--- src/rtl/fls_pkg.sv ---
package fls_pkg;
  typedef enum logic [2:0] {
    S_IDLE, S_CMD, S_POLL, S_WRDY, S_CONF, S_RST
  } seq_st_e;

  typedef enum logic [1:0] {
    PH_IDLE, PH_STRB, PH_RCV
  } phy_st_e;

  localparam int unsigned CMD_WORDS = 6;
  localparam logic [7:0] CMD_UNLK_1 = 8'hAA;
  localparam logic [7:0] CMD_UNLK_2 = 8'h55;
  localparam logic [7:0] CMD_SETUP  = 8'h80;
  localparam logic [7:0] CMD_CHIP   = 8'h10;
  localparam logic [7:0] CMD_SECT   = 8'h30;
  localparam logic [7:0] CMD_RESET  = 8'hF0;

  // index into the 3-bit status slice (data bits 7:5)
  localparam int unsigned ST_CMPL = 2;
  localparam int unsigned ST_TGL  = 1;
  localparam int unsigned ST_TMO  = 0;
endpackage

--- src/rtl/fls_bus_phy.sv ---
module fls_bus_phy
  import fls_pkg::*;
#(
  parameter int unsigned AW       = 20,
  parameter int unsigned DW       = 8,
  parameter int unsigned STRB_CYC = 3
) (
  input  logic          clk_i,
  input  logic          rst_ni,
  input  logic          req_i,
  input  logic          wr_i,
  input  logic [AW-1:0] addr_i,
  input  logic [DW-1:0] wdata_i,
  output logic          idle_o,
  output logic          ack_o,
  output logic [2:0]    stat_o,
  output logic [AW-1:0] fl_addr_o,
  output logic [DW-1:0] fl_wdata_o,
  input  logic [2:0]    fl_stat_i,
  output logic          fl_ce_no,
  output logic          fl_we_no,
  output logic          fl_oe_no
);
  localparam int unsigned CW = $clog2(STRB_CYC + 1);

  phy_st_e       st_q;
  logic [CW-1:0] cnt_q;
  logic          wr_q;
  logic [AW-1:0] addr_q;
  logic [DW-1:0] data_q;
  logic [2:0]    stat_q;

  always_ff @(posedge clk_i or negedge rst_ni) begin
    if (!rst_ni) begin
      st_q   <= PH_IDLE;
      cnt_q  <= '0;
      wr_q   <= 1'b0;
      addr_q <= '0;
      data_q <= '0;
      stat_q <= '0;
    end else begin
      unique case (st_q)
        PH_IDLE: if (req_i) begin
          st_q   <= PH_STRB;
          cnt_q  <= '0;
          wr_q   <= wr_i;
          addr_q <= addr_i;
          data_q <= wdata_i;
        end
        PH_STRB: begin
          if (cnt_q == CW'(STRB_CYC - 1)) begin
            st_q <= PH_RCV;
            if (!wr_q) stat_q <= fl_stat_i;
          end else begin
            cnt_q <= cnt_q + 1'b1;
          end
        end
        default: st_q <= PH_IDLE;
      endcase
    end
  end

  assign idle_o     = (st_q == PH_IDLE);
  assign ack_o      = (st_q == PH_RCV);
  assign stat_o     = stat_q;
  assign fl_addr_o  = addr_q;
  assign fl_wdata_o = data_q;
  assign fl_ce_no   = !(st_q == PH_STRB);
  assign fl_we_no   = !((st_q == PH_STRB) && wr_q);
  assign fl_oe_no   = !((st_q == PH_STRB) && !wr_q);
endmodule

--- src/rtl/fls_poll_eval.sv ---
module fls_poll_eval
  import fls_pkg::*;
(
  input  logic [2:0] cur_i,
  input  logic       prev_tgl_i,
  input  logic       first_i,
  input  logic       recheck_i,
  output logic       complete_o,
  output logic       tmo_o,
  output logic       fail_o
);
  logic judged;

  assign judged     = !first_i;
  assign complete_o = judged && cur_i[ST_CMPL] && (cur_i[ST_TGL] == prev_tgl_i);
  // time-limit flag only opens a recheck; the recheck verdict is final
  assign tmo_o      = judged && !complete_o && !recheck_i && cur_i[ST_TMO];
  assign fail_o     = judged && !complete_o && recheck_i;
endmodule

--- src/rtl/fls_erase_seq.sv ---
module fls_erase_seq
  import fls_pkg::*;
#(
  parameter int unsigned AW       = 20,
  parameter int unsigned DW       = 8,
  parameter int unsigned STRB_CYC = 3,
  parameter int unsigned UNLK_A1  = 32'h555,
  parameter int unsigned UNLK_A2  = 32'h2AA
) (
  input  logic          clk_i,
  input  logic          rst_ni,
  input  logic          start_i,
  input  logic          chip_i,
  input  logic [AW-1:0] sect_addr_i,
  input  logic          use_rdy_i,
  output logic          busy_o,
  output logic          done_o,
  output logic          err_o,
  output logic [AW-1:0] fl_addr_o,
  output logic [DW-1:0] fl_wdata_o,
  input  logic [2:0]    fl_stat_i,
  input  logic          fl_rdy_i,
  output logic          fl_ce_no,
  output logic          fl_we_no,
  output logic          fl_oe_no
);
  localparam int unsigned SW = $clog2(CMD_WORDS);
  localparam logic [AW-1:0] A1 = AW'(UNLK_A1);
  localparam logic [AW-1:0] A2 = AW'(UNLK_A2);

  seq_st_e       st_q;
  logic [SW-1:0] step_q;
  logic          chip_q, rdy_mode_q;
  logic [AW-1:0] sa_q;
  logic          prev_tgl_q, first_q, recheck_q;
  logic          done_q, err_q;

  logic          phy_req, phy_wr, phy_idle, phy_ack;
  logic [AW-1:0] phy_addr, cmd_addr;
  logic [DW-1:0] phy_wdata, cmd_data;
  logic [2:0]    phy_stat;
  logic          ev_cmpl, ev_tmo, ev_fail;

  always_comb begin
    unique case (step_q)
      SW'(0): begin cmd_addr = A1; cmd_data = DW'(CMD_UNLK_1); end
      SW'(1): begin cmd_addr = A2; cmd_data = DW'(CMD_UNLK_2); end
      SW'(2): begin cmd_addr = A1; cmd_data = DW'(CMD_SETUP);  end
      SW'(3): begin cmd_addr = A1; cmd_data = DW'(CMD_UNLK_1); end
      SW'(4): begin cmd_addr = A2; cmd_data = DW'(CMD_UNLK_2); end
      default: begin
        cmd_addr = chip_q ? A1 : sa_q;
        cmd_data = chip_q ? DW'(CMD_CHIP) : DW'(CMD_SECT);
      end
    endcase
  end

  assign phy_wr    = (st_q == S_CMD) || (st_q == S_RST);
  assign phy_addr  = (st_q == S_CMD) ? cmd_addr : ((st_q == S_RST) ? '0 : sa_q);
  assign phy_wdata = (st_q == S_RST) ? DW'(CMD_RESET) : cmd_data;
  assign phy_req   = phy_idle && ((st_q == S_CMD) || (st_q == S_POLL) ||
                                  (st_q == S_CONF) || (st_q == S_RST));

  fls_bus_phy #(.AW(AW), .DW(DW), .STRB_CYC(STRB_CYC)) u_phy (
    .clk_i      (clk_i),
    .rst_ni     (rst_ni),
    .req_i      (phy_req),
    .wr_i       (phy_wr),
    .addr_i     (phy_addr),
    .wdata_i    (phy_wdata),
    .idle_o     (phy_idle),
    .ack_o      (phy_ack),
    .stat_o     (phy_stat),
    .fl_addr_o  (fl_addr_o),
    .fl_wdata_o (fl_wdata_o),
    .fl_stat_i  (fl_stat_i),
    .fl_ce_no   (fl_ce_no),
    .fl_we_no   (fl_we_no),
    .fl_oe_no   (fl_oe_no)
  );

  fls_poll_eval u_eval (
    .cur_i      (phy_stat),
    .prev_tgl_i (prev_tgl_q),
    .first_i    (first_q),
    .recheck_i  (recheck_q),
    .complete_o (ev_cmpl),
    .tmo_o      (ev_tmo),
    .fail_o     (ev_fail)
  );

  always_ff @(posedge clk_i or negedge rst_ni) begin
    if (!rst_ni) begin
      st_q       <= S_IDLE;
      step_q     <= '0;
      chip_q     <= 1'b0;
      rdy_mode_q <= 1'b0;
      sa_q       <= '0;
      prev_tgl_q <= 1'b0;
      first_q    <= 1'b1;
      recheck_q  <= 1'b0;
      done_q     <= 1'b0;
      err_q      <= 1'b0;
    end else begin
      done_q <= 1'b0;
      err_q  <= 1'b0;
      unique case (st_q)
        S_IDLE: if (start_i) begin
          st_q       <= S_CMD;
          step_q     <= '0;
          chip_q     <= chip_i;
          sa_q       <= sect_addr_i;
          rdy_mode_q <= use_rdy_i;
        end
        S_CMD: if (phy_ack) begin
          if (step_q == SW'(CMD_WORDS - 1)) begin
            st_q      <= rdy_mode_q ? S_WRDY : S_POLL;
            first_q   <= 1'b1;
            recheck_q <= 1'b0;
          end else begin
            step_q <= step_q + 1'b1;
          end
        end
        S_POLL: if (phy_ack) begin
          if (ev_cmpl) begin
            st_q   <= S_IDLE;
            done_q <= 1'b1;
          end else if (ev_fail) begin
            st_q <= S_RST;
          end else if (ev_tmo) begin
            recheck_q <= 1'b1;
            first_q   <= 1'b1;
          end else begin
            prev_tgl_q <= phy_stat[ST_TGL];
            first_q    <= 1'b0;
          end
        end
        S_WRDY: if (fl_rdy_i) st_q <= S_CONF;
        S_CONF: if (phy_ack) begin
          if (phy_stat[ST_CMPL]) begin
            st_q   <= S_IDLE;
            done_q <= 1'b1;
          end else begin
            st_q <= S_RST;
          end
        end
        S_RST: if (phy_ack) begin
          st_q  <= S_IDLE;
          err_q <= 1'b1;
        end
        default: st_q <= S_IDLE;
      endcase
    end
  end

  assign busy_o = (st_q != S_IDLE);
  assign done_o = done_q;
  assign err_o  = err_q;
endmodule

--- config.mk ---
export PLATFORM = sky130hd
export DESIGN_NAME = fls_erase_seq
export DESIGN_NICKNAME = d
export VERILOG_FILES = /design/src/rtl/fls_pkg.sv /design/src/rtl/fls_bus_phy.sv /design/src/rtl/fls_poll_eval.sv /design/src/rtl/fls_erase_seq.sv
export SDC_FILE = /design/constraint.sdc
export NUM_CORES = 1
export LEC_CHECK = 0
export BUFFER_PORTS_ARGS = -buffer_cell sky130_fd_sc_hd__buf_2
export CAP_MARGIN = 20
export CELL_PAD_IN_SITES_DETAIL_PLACEMENT = 1
export CELL_PAD_IN_SITES_GLOBAL_PLACEMENT = 2
export CORE_ASPECT_RATIO = 0.6
export CORE_UTILIZATION = 29
export DETAILED_ROUTE_END_ITERATION = 7
export PLACE_DENSITY = 0.63
export SYNTH_ARGS = -nofsm -noshare
export SYNTH_HDL_FRONTEND = slang
export SYNTH_HIERARCHICAL = 1
export SYNTH_SLANG_ARGS = --single-unit
export TNS_END_PERCENT = 5
--- constraint.sdc ---
create_clock -name clk_i -period 5.55 [get_ports clk_i]
set_input_delay 0 -clock clk_i [delete_from_list [all_inputs] [get_ports clk_i]]
set_output_delay 0 -clock clk_i [all_outputs]
set_load 0.03 [all_outputs]
# [Word level (Yosys, flattened, before mapping)]
# Index checks and enable logic that the tools add are counted.
[word_totals] reg_bits=69 out_inout_bits=34 word_cells=141
[op_classes] add_sub_neg=2 n_eq_ne=29 muxes=50 bitwise=4 reduce_logical=40
[ops] operator="$mux 20" n=3
[ops] operator="$pmux 20 s2" n=1
[ops] operator="$mux 3" n=13
[ops] operator="$ne 2x2->1 const B" n=12
[ops] operator="$pmux 8 s3" n=1
[ops] operator="$mux 1" n=19
[ops] operator="$pmux 3 s6" n=1
[ops] operator="$eq 3x2->1 const B" n=4
[ops] operator="$eq 3x3->1 const B" n=4
[ops] operator="$logic_and 1x1->1" n=9
[ops] operator="$mux 2" n=4
[ops] operator="$mux 8" n=1
[ops] operator="$pmux 2 s2" n=2
[ops] operator="$reduce_and 8->1" n=1
[ops] operator="$logic_not 1->1" n=7
[ops] operator="$reduce_and 7->1" n=1
[ops] operator="$eq 3x1->1 const B" n=2
[ops] operator="$logic_not 3->1" n=2
[ops] operator="$mux 6" n=1
[ops] operator="$pmux 1 s2" n=3
[ops] operator="$pmux 3 s2" n=1
[ops] operator="$reduce_and 2->1" n=3
[ops] operator="$reduce_and 3->1" n=2
[ops] operator="$reduce_and 6->1" n=1
[ops] operator="16 further kinds" n=27

# [Depth between registers and ports, before layout]
[depth] depth_word=12 mapped_depth=7

# [Hierarchy]
# Netlist, hierarchy kept.
[modules_own_cells] mod="fls_erase_seq" instances=1 cells_each=171 area_each_um2=1896.8 seq_area_each_um2=827.0
[modules_own_cells] mod="fls_bus_phy" instances=1 cells_each=91 area_each_um2=1480.2 seq_area_each_um2=900.9
[modules_own_cells] mod="fls_poll_eval" instances=1 cells_each=6 area_each_um2=48.8 seq_area_each_um2=0.0

# [Worst setup path after synthesis]
# No wires, ideal clock.
[synth_path] kind="reg2reg" from="register st_q[2] (netlist name)" to="register u_phy.addr_q[10], in the netlist u_phy/fl_addr_o[10]" setup_time_ps=125 arrival_ps=1769 setup_slack_ps=3656 stages_incl_launch_ff=8 n_path_buf=2 synth_period_minus_slack_ps=1894 cell_sequence="dfrtp_1 > nor3_2 > inv_1 > and3_1 > nor3b_2 > buf_6 > buf_12 > mux2_4"
[synth_rtl] element="to (signal assigned)" line="fls_bus_phy.sv:47" text="addr_q <= addr_i;"
[synth_rtl] element="to (decl)" line="fls_bus_phy.sv:29" text="logic [AW-1:0] addr_q;"

==> results.cfg <==
[drt]
drc_errors = 0
viasPerCell = 4.53
drt_first_pass_iters = 4
drtAntennaViolNets = 0
drt_iter0_markers = 90
wl_per_cell_microns = 16.0
num_vias = 2368
routed_wl_microns = 8380

[setup_path]
crit_required_ns = 5.76
worst_path_max_delay_cell = dfrtp_1
end_kind = flop
worstSetupPathType = reg2reg
crit_buf_inv = 2
crit_chain = nor3_2 -> inv_1 -> and3_1 -> nor3b_4 -> buf_4 -> mux2_2
critPathArrivalTime_ns = 2.45
cp-start-kind = flop
critPathTopFamily = flip-flops
path_max_fanout = 29
slowest_delay_ns = 0.70

[finish]
drive_above_1_share = 0.410
syn_to_final_growth_pct = 29.7
num-nets-final = 393
fillers = 1269
n_antenna_cell = 0
final_cells = 523
final_area_sq_um = 4440

[sta]
clock.fmax_mhz = 445
fin_crit_sh = 0.405
period_needed_ns = 2.25
finalClockSkew_ns = 0.00743
maxSlewHeadroom = 0.405
tns_ns = 0
slew_viol_final = 0
rsz0062_at_grt = no
hold_violations = 0
setup_viol = 0
setup_ws_ns = 3.30
worst_pin_slew_ns = 0.892

[placement]
placed_area_sq_um = 3870
place_hpwl_microns = 5760
port_buffers = 62
dp_slack_ns = 3.36
place.gp.congestion = 0.722
dp.cells = 481

[cts]
clkSinkCount = 69
numCtsBuffers = 9
clk_transition_reported_paths_ns = 0.06
insertion_delay_ns = 0.33
cts_tree = yes
clockBufferDepth = 2
post_cts_resized = 0
root_buffer = clkbuf_16
htree_levels = 3

[synth]
synthTopCellsByArea = dfrtp_1 50%, mux2_4 13%, mux2_2 8.9%, nor2b_1 2.6%, o21a_1 2.4%
yosys_warnings = 6
synth.distinct_cells = 46
ys_seq_elements = 69
seq_area_frac_synth = 0.504
syn_nets = 303
synth_cells = 268
postSynth.asyncResetShare = 1.00
syn_area_per_cell_sq_um = 12.8
yosysMostFrequentCell = dfrtp_1
synth_common_cells = 68 x dfrtp_1, 30 x mux2_4, 27 x mux2_2
ys.flop_type = dfrtp_1
syn_area_sq_um = 3430
synth_top_area_frac = 0.497
yosysTopAreaCell = dfrtp_1
synth_edf_count = 0

[floorplanning]
core_sq_um = 11400
die_w_microns = 142
ios = 63
initial_core_util = 0.300
fp.dieH_microns = 86.2
fp-row-count = 30
die_area_sq_um = 12300

[global_routing]
grt_max_degree = 70
grt_overflow = 0
antenna_found_initial = 0
grt_pass1_wl_microns = 13800
first_global_vias = 2515
grt_usage = 0.149

[power_and_ir_drop]
p_leak_nw = 2.07
ir_drop_v = 0.000225
powerDensity_nw_per_um2 = 625

[outcome]
status = finished, final reports clean

[hold_path]
hold_path_class = in2reg

[run]
drv_cap = 0
[per-layer routing]
metal  up-vias  share of wire  global-route usage
met5         -              0                   0
met4         0         0.0033              0.0323
met3         5          0.019              0.0420
met2        28           0.47               0.234
met1      1206           0.51               0.206
li1       1129              -                   -
[state kept, by name (all words and copies together) (netlist names)]
| name | flops |
|---|---|
| u_phy/fl_addr_o | 20 |
| u_phy/cnt_q | 2 |
| chip_q | 1 |
| first_q | 1 |
| st_q | 3 |
| recheck_q | 1 |
| step_q | 3 |
| err_o | 1 |
| u_phy/wr_q | 1 |
| u_phy/fl_wdata_o | 8 |
| done_o | 1 |
| u_phy/stat_o | 3 |
| sa_q | 20 |
| prev_tgl_q | 1 |
| u_phy/st_q | 2 |
| rdy_mode_q | 1 |
[kinds of logic (layout without fill, tap and decap cells)]
group	after synthesis	after routing	synth area share
muxes	60	60	0.233
xor gates and xnor gates	1	1	0.00256
buffers and inverters	24	119	0.0416
and+or+nand+nor	67	67	0.111
AOI/OAI and AO/OA	41	41	0.0855
DFF	69	69	0.504
adders and majority gates	6	6	0.0219
[placed cells by master, fill, tap and decap left out, types with 2 or more instances in the layout]
cell type,synthesis,routed
nor3_1,2,2
buf_4,2,3
nor4b_1,3,3
dfrtp_1,68,68
buf_2,4,62
nand3_1,3,3
bufinv_16,0,2
clkinv_4,0,2
nor3_2,3,3
o21a_1,11,11
mux2_2,27,27
a31oi_1,3,3
inv_1,11,11
a21oi_1,8,8
and3_1,5,5
clkinv_2,0,2
nand2b_1,3,3
and2_1,2,2
nand2_1,13,13
nor2_1,14,14
clkbuf_16,0,9
mux2i_1,2,2
o21ai_0,6,6
dlygate4sd3_1,0,26
ha_1,6,6
a211o_1,3,3
mux2_4,30,30
nor2b_1,14,14
[path summary, 6_finish.rpt]
path / start / end / slack [ns] / cells after the start
max in group asynchronous: rst_ni / done_o$_DFF_PN0_ / 4.54 / 3
min in group asynchronous: rst_ni / u_phy/fl_addr_o[18]$_DFFE_PN0P_ / 0.41 / 3
setup / recovery: st_q[2]$_DFFE_PN0P_ / u_phy/fl_wdata_o[6]$_DFFE_PN0P_ / 3.30 / 6
hold / removal: fl_rdy_i / st_q[1]$_DFFE_PN0P_ / 0.09 / 4
setup reg to reg: st_q[2]$_DFFE_PN0P_ / u_phy/fl_wdata_o[6]$_DFFE_PN0P_ / 3.30 / 6
hold reg to reg: u_phy/fl_wdata_o[0]$_DFFE_PN0P_ / u_phy/fl_wdata_o[0]$_DFFE_PN0P_ / 0.50 / 1
[power breakdown]
| group | leakage, nW | total [W] | internal [W] | switching, W |
|---|---|---|---|---|
| logic | 1.05 | 0.00127 | 0.000593 | 0.000676 |
| registers | 0.863 | 0.000903 | 0.000721 | 0.000182 |
| clock network | 0.156 | 0.000604 | 0.000393 | 0.000211 |
| total | 2.07 | 0.00278 | 0.00171 | 0.00107 |
[stage by stage]
step / util / hold slack (ns) / power (W)
2_1_floorplan: - / -0.296 / 0.00184
6_report: 0.389 / 0.0873 / 0.00278
3_5_place_dp: 0.339 / 0.234 / 0.00218
5_1_grt: 0.389 / 0.0918 / 0.00297
4_1_cts: 0.389 / 0.0818 / 0.00282
3_3_place_gp: 0.339 / 0.231 / 0.00214
[repair_timing]
item | in CTS | in global routing
endpoints found under the setup margin | 0 | 0
buffers inserted | 0 | 0
hold endpoints to repair | 93 | 0
hold buffers | 26 | 0
[area by class of cell]
cell class                 count  area, sq um  share of cell area
clock inverter                 6         87.6              0.0197
inverter                      12         45.0              0.0101
multi-input combinational    175         1560               0.351
timing repair buffer          91          593               0.133
tap                          160          200              0.0450
sequential                    69         1730               0.389
clock buffer                  10          229              0.0515
[worst register-to-register path: cells and delay by family, from the launching register on]
kind / cells / cell delay, ns
multiplexers: 1 / 0.43
buffers and inverters: 2 / 0.51
AND/OR/NAND/NOR: 3 / 0.49
flip-flops: 1 / 0.70
(Power assumes the default switching activity.)
